==> src/rtl/operand_bypass_pkg.sv <==
// Shared definitions for the execute-stage operand bypass selector.
// Assumes one consumer stage (execute) and two producer stages.
package operand_bypass_pkg;

    // Bypass select encoding seen at the ports; FWD_RSVD is never produced.
    typedef enum logic [1:0] {
        FWD_RF   = 2'b00,
        FWD_WB   = 2'b01,
        FWD_MEM  = 2'b10,
        FWD_RSVD = 2'b11
    } fwd_sel_e;

    // Number of ALU operands that may be bypassed.
    localparam int unsigned NUM_OPND = 2;

    // Index of each operand inside the per-operand arrays.
    localparam int unsigned OPND_A = 0;
    localparam int unsigned OPND_B = 1;

endpackage

==> src/rtl/bypass_match.sv <==
// Compares one source index against the two in-flight destinations and
// picks the bypass source. The younger (execute/memory) stage has priority.
// Assumes index 0 is the hard-wired zero register and is never bypassed.
module bypass_match
    import operand_bypass_pkg::*;
#(
    parameter int unsigned IDX_W = 5
) (
    input  logic [IDX_W-1:0] src_idx,
    input  logic [IDX_W-1:0] mem_dst,
    input  logic             mem_we,
    input  logic [IDX_W-1:0] wb_dst,
    input  logic             wb_we,
    output fwd_sel_e         sel
);

    localparam logic [IDX_W-1:0] ZERO_IDX = '0;

    logic hit_mem;
    logic hit_wb;

    // Qualify each producer: it must write, target a real register, and match.
    always_comb begin
        hit_mem = mem_we && (mem_dst != ZERO_IDX) && (mem_dst == src_idx);
        hit_wb  = wb_we  && (wb_dst  != ZERO_IDX) && (wb_dst  == src_idx);
    end

    // Priority choice: the younger result shadows the older one.
    always_comb begin
        if (hit_mem) begin
            sel = FWD_MEM;
        end else if (hit_wb) begin
            sel = FWD_WB;
        end else begin
            sel = FWD_RF;
        end
    end

endmodule

==> src/rtl/operand_mux.sv <==
// Three-source operand selector driven by a bypass select.
// The unused code falls back to the register-file value.
module operand_mux
    import operand_bypass_pkg::*;
#(
    parameter int unsigned DATA_W = 32
) (
    input  fwd_sel_e          sel,
    input  logic [DATA_W-1:0] rf_val,
    input  logic [DATA_W-1:0] mem_val,
    input  logic [DATA_W-1:0] wb_val,
    output logic [DATA_W-1:0] out_val
);

    // Route the chosen source; the reserved code behaves like FWD_RF.
    always_comb begin
        unique case (sel)
            FWD_MEM: out_val = mem_val;
            FWD_WB:  out_val = wb_val;
            default: out_val = rf_val;
        endcase
    end

endmodule

==> src/rtl/imm_select.sv <==
// Second-level selector on operand B: bypassed register value or immediate.
// Assumes the immediate is already sign-extended to DATA_W.
module imm_select #(
    parameter int unsigned DATA_W = 32
) (
    input  logic              use_imm,
    input  logic [DATA_W-1:0] reg_val,
    input  logic [DATA_W-1:0] imm_val,
    output logic [DATA_W-1:0] out_val
);

    // Choose the immediate when the instruction asks for it.
    always_comb begin
        out_val = use_imm ? imm_val : reg_val;
    end

endmodule

==> src/rtl/operand_bypass.sv <==
// Execute-stage operand bypass selector. For each ALU operand it finds the
// newest in-flight producer of the source register and routes its value;
// operand B then passes through the immediate selector.
// Assumes purely combinational use between the decode/execute register and
// the ALU; stall decisions are made elsewhere.
module operand_bypass
    import operand_bypass_pkg::*;
#(
    parameter int unsigned IDX_W  = 5,
    parameter int unsigned DATA_W = 32
) (
    input  logic [IDX_W-1:0]  src_a_idx,
    input  logic [IDX_W-1:0]  src_b_idx,
    input  logic [IDX_W-1:0]  exmem_dst,
    input  logic              exmem_we,
    input  logic [IDX_W-1:0]  memwb_dst,
    input  logic              memwb_we,
    input  logic [DATA_W-1:0] rf_a_data,
    input  logic [DATA_W-1:0] rf_b_data,
    input  logic [DATA_W-1:0] exmem_result,
    input  logic [DATA_W-1:0] wb_value,
    input  logic [DATA_W-1:0] imm_ext,
    input  logic              alu_src_imm,
    output logic [1:0]        fwd_sel_a,
    output logic [1:0]        fwd_sel_b,
    output logic [DATA_W-1:0] alu_opnd_a,
    output logic [DATA_W-1:0] alu_opnd_b
);

    logic [IDX_W-1:0]  src_idx [NUM_OPND];
    logic [DATA_W-1:0] rf_val  [NUM_OPND];
    fwd_sel_e          sel     [NUM_OPND];
    logic [DATA_W-1:0] byp_val [NUM_OPND];

    // Gather per-operand inputs into arrays for the generate loop.
    always_comb begin
        src_idx[OPND_A] = src_a_idx;
        src_idx[OPND_B] = src_b_idx;
        rf_val[OPND_A]  = rf_a_data;
        rf_val[OPND_B]  = rf_b_data;
    end

    // One comparator and one bypass mux per operand.
    for (genvar g = 0; g < NUM_OPND; g++) begin : g_opnd
        bypass_match #(
            .IDX_W (IDX_W)
        ) u_match (
            .src_idx (src_idx[g]),
            .mem_dst (exmem_dst),
            .mem_we  (exmem_we),
            .wb_dst  (memwb_dst),
            .wb_we   (memwb_we),
            .sel     (sel[g])
        );

        operand_mux #(
            .DATA_W (DATA_W)
        ) u_mux (
            .sel     (sel[g]),
            .rf_val  (rf_val[g]),
            .mem_val (exmem_result),
            .wb_val  (wb_value),
            .out_val (byp_val[g])
        );
    end

    // The immediate choice comes after bypassing, on operand B only.
    imm_select #(
        .DATA_W (DATA_W)
    ) u_imm (
        .use_imm (alu_src_imm),
        .reg_val (byp_val[OPND_B]),
        .imm_val (imm_ext),
        .out_val (alu_opnd_b)
    );

    // Drive the remaining outputs.
    always_comb begin
        fwd_sel_a  = sel[OPND_A];
        fwd_sel_b  = sel[OPND_B];
        alu_opnd_a = byp_val[OPND_A];
    end

endmodule

==> config.mk <==
export PLATFORM = sky130hd
export DESIGN_NAME = operand_bypass
export DESIGN_NICKNAME = d
export VERILOG_FILES = /design/src/rtl/operand_bypass_pkg.sv /design/src/rtl/bypass_match.sv /design/src/rtl/operand_mux.sv /design/src/rtl/imm_select.sv /design/src/rtl/operand_bypass.sv
export SDC_FILE = /design/constraint.sdc
export NUM_CORES = 1
export LEC_CHECK = 0
export BUFFER_PORTS_ARGS = -buffer_cell sky130_fd_sc_hd__buf_4
export CORE_AREA = 3 3 97 99
export DETAILED_ROUTE_END_ITERATION = 8
export DIE_AREA = 0 0 100 102
export GPL_TIMING_DRIVEN = 0
export PLACE_DENSITY_LB_ADDON = 0.12
export REMOVE_ABC_BUFFERS = 1
export SETUP_SLACK_MARGIN = 0.5
export SKIP_LAST_GASP = 1
export SLEW_MARGIN = 40
export SYNTH_ARGS = -nofsm -noshare
export SYNTH_HDL_FRONTEND = slang
export SYNTH_SLANG_ARGS = --single-unit
==> constraint.sdc <==
create_clock -name vclk -period 4.6
set_input_delay 0.69 -clock vclk [all_inputs]
set_output_delay 0.69 -clock vclk [all_outputs]
set_load 0.1 [all_outputs]
Word-level counts from Yosys, hierarchy flattened. Index checks and enable logic that the tools add are counted.

Register bits after elaboration: 0. Input bits: 183.

Eq/ne operators: 8. Muxes and demuxes: 7. Reduce and logical (&&, ||, !) cells: 8.

Operators with widths (number): $pmux W32 S2 (2); $mux W32 (1); $eq A5 B5 Y1 (4); $reduce_bool A5 Y1 (2); $logic_and A1 B1 Y1 (6); $eq A2 B1 Y1 const B (2); $eq A2 B2 Y1 const B (2); $mux W2 (2); $mux W1 (2).

Longest topological paths before layout.
Word-level depth: 8. Mapped depth: 8. Depth with buffers taken out: 6.

Hierarchy. Synthesis repeated with hierarchy kept, for this count alone.

Cell total of the unflattened synthesis: 304. Area, all modules: 2135.8 sq um.

By module, submodules not included: operand_mux (instances 2, cells each 113, area an instance 636.9 sq um, sequential area each 0.0 sq um); imm_select (instances 1, cells each 36, area an instance 544.3 sq um, sequential area each 0.0 sq um); bypass_match (instances 2, cells each 21, area an instance 158.9 sq um, sequential area each 0.0 sq um).

Least setup slack after synthesis. No wires, ideal clock.

Kind: input to output. Start point: in memwb_dst[0]. End point: out alu_opnd_b[21]. Data arrival time: 4.138 ns. Data required time: 3.910 ns. Setup slack: -0.228 ns. Stages on the path: 6. Path through: or4_1 -> o21a_1 -> clkbuf_1 -> a31oi_1 -> a211oi_2 -> o31ai_1.

Longest elaborated chain between the ends: 8. Elaborated cells between the ends (all ways): 10. Classes of those cells: eq/ne: 3; mux: 4; reduce/logical: 3.

Ends and longest elaborated chain: start, declared (RTL line operand_bypass.sv:16) `input logic [IDX_W-1:0] memwb_dst,`; $reduce_bool A5 Y1 (RTL line bypass_match.sv:25) `hit_wb = wb_we && (wb_dst != ZERO_IDX) && (wb_dst == src_idx);`; $logic_and A1 B1 Y1 (RTL line bypass_match.sv:25); $logic_and A1 B1 Y1 * (RTL line bypass_match.sv:25); $mux W1 * (RTL line bypass_match.sv:32) `end else if (hit_wb) begin`; $mux W2 * (RTL line bypass_match.sv:30) `if (hit_mem) begin`; $eq A2 B1 Y1 / $eq A2 B2 Y1 (equally long branches) (RTL line operand_mux.sv:17) `unique case (sel)`; $pmux W32 S2 * (RTL line operand_mux.sv:17); $mux W32 * (RTL line imm_select.sv:14) `out_val = use_imm ? imm_val : reg_val;`; end, declared (RTL line operand_bypass.sv:27) `output logic [DATA_W-1:0] alu_opnd_b`.

Mark *: on every way between the ends. The rest lies on a longest branch, timed or not.

Worst setup path in the final report.
Start point: in memwb_dst[0]. End point: out alu_opnd_b[1].

Same word-level chain as after synthesis.

==> flow_summary.toml <==
[setup_path]
cp_max_fo = 34
cp_data_arrival_time_ns = 3.14
worst_setup_path_end_kind = "output port"
critPathKind = "input port to output port"
max_stage_delay_ns = 0.51
required_ns = 3.91
cp_slowest_cell = "or4_1"
worstSetupStartpointType = "input port"
critPathMostFrequentCell = "buf_4"
crit_chain = "buf_4, or4_1, o21a_2, and3_2, buf_16, a211oi_1, o31ai_1, buf_4"

[placed_design]
pre_cts_slack_ns = 0.656
io_buffers = 251
place_hpwl_um = 9620
place_congestion = 0.806
post_dp_cell_area_um2 = 4160

[cells_and_area]
utilization_pct = 48.2
n_fill_cell = 919
drive_gt1_share_pct = 47.6
final.clkbuf_count = 0
final_common_cell = "buf_4"
syn_to_final_growth_pct = 92.1
layout_common_cells = "buf_4, nand2_1, nor2_1"
nets = 780
seq_cell_count = 0
seq_area_um2 = 0
final_cell_area_um2 = 4170
insertedDiodeCount = 0

[sta]
whs_ns = 1.81
max-slew-margin-rel_pct = 52.1
slew_violations = 0
fin_ws_ns = 0.775
finalCritPeriodShare_pct = 83.2
clock.fmax_ghz = 0.261
period_needed_ns = 3.83
worst_pin_slew_ns = 0.719
hold_violations = 0
rsz0062_at_grt = "no"
setup_viol = 0

[yosys]
synth.top_cell.area_share_pct = 14.8
syn_avg_cell_area_um2 = 5.92
ys_top_cells_by_area = "mux2i_1, nand2_1, o31ai_1"
yosysSeqAreaShare_pct = 0
yosysWarnings = 0
synth_cell_type_count = 29
synth_area_um2 = 2170
yosysTopAreaCell = "mux2i_1"
synth_cells = 366

[power_and_ir_drop]
power.leakage_nw = 2.01
power.total_uw = 706
vdd_ir_drop_max_mv = 0.0742
powerDensity_nw_per_um2 = 170

[routing]
drt_iter0_markers = 130
post-route-drc-count = 0
dr.pass1.iters = 4
viasPerCell = 5.02
vias = 3526
ant_nets = 0
wl_per_cell_um = 17.0
routed_wl_um = 12000

[grt]
antenna_found_initial = 0
grt_pass1_vias = 3436
grt_usage_pct = 21.8
grt_remaining_overflow = 0
grt_pass1_wl_um = 18200
grt_max_degree = 65

[clock_network]
hold_buffers = 0

[floorplan]
die_h_um = 102
die_w_um = 100
io_pins = 251
rows = 34
fp.dieArea_um2 = 10200
core_area_um2 = 8640
start_util_pct = 25.1

[hold_path]
hold_path.class = "input port to output port"

[outcome]
status = "finished clean"

[flow_run]
maxCapViolations = 0
logic make-up (layout without fill, tap and decap cells):
logic type	after synthesis	after routing	share of synthesized area, %
buffers and inverters	73	302	15.8
multiplexers	32	32	14.8
AO/OA/AOI/OAI	130	130	40.7
XOR/XNOR	20	20	8.08
AND/OR/NAND/NOR	111	111	20.7
path summary, 6_finish.rpt:
| check | start | cells past startpoint | endpoint | slack (ns) |
|---|---|---|---|---|
| worst max-delay path | memwb_dst[0] | 8 | alu_opnd_b[1] | 0.77 |
| worst min-delay path | exmem_result[24] | 4 | alu_opnd_a[24] | 1.81 |
report_power, final:
part | switching (mW) | internal (mW)
logic | 0.487 | 0.220
registers | 0 | 0
clock network | 0 | 0
total | 0.487 | 0.220
through the flow:
stage	cells	setup TNS [ns]
6_report	703	0
5_1_grt	703	0
4_1_cts	703	0
3_5_place_dp	703	0
3_3_place_gp	685	-254.46
2_1_floorplan	326	-338.18
per-layer routing:
metal | vias up | track usage (%) | share of wire (%)
met5 | - | 0 | 0
met4 | 0 | 1.55 | 0.45
met3 | 4 | 3.07 | 9.3
met2 | 175 | 42.0 | 52
met1 | 1581 | 26.7 | 38
li1 | 1766 | - | -
critical path, delay by kind of cell:
kind | cells | cell delay (ns)
compound gates | 3 | 0.83
buf+inv | 3 | 0.62
simple gates | 2 | 0.96
timing repair:
action / 4_1_cts / 5_1_grt
hold endpoints to repair: 0 / 0
buffers inserted: 0 / 0
setup endpoints to repair: 0 / 3
gates resized for setup: 0 / 2
layout make-up:
class	instances	area, um2	share of cell area, %
Multi-Input combinational cell	293	1850	44.5
Timing Repair Buffer	269	2050	49.3
Tap cell	108	135	3.24
Inverter	33	126	3.03
cells in the mapped netlist (all sizes together):
library cell  number
inv               33
nor3               2
nor2              34
a31oi             32
nand4              1
o21a               1
and3               1
nor4               1
xnor2             10
buf               19
and2               1
mux2i             32
a211oi            32
nand3              1
nand2             65
o31ai             32
and4               1
or3                1
xor2              10
nor2b              1
clkbuf            21
or4                2
o21ai             33
Note: power is estimated with default switching activity, not from simulation.
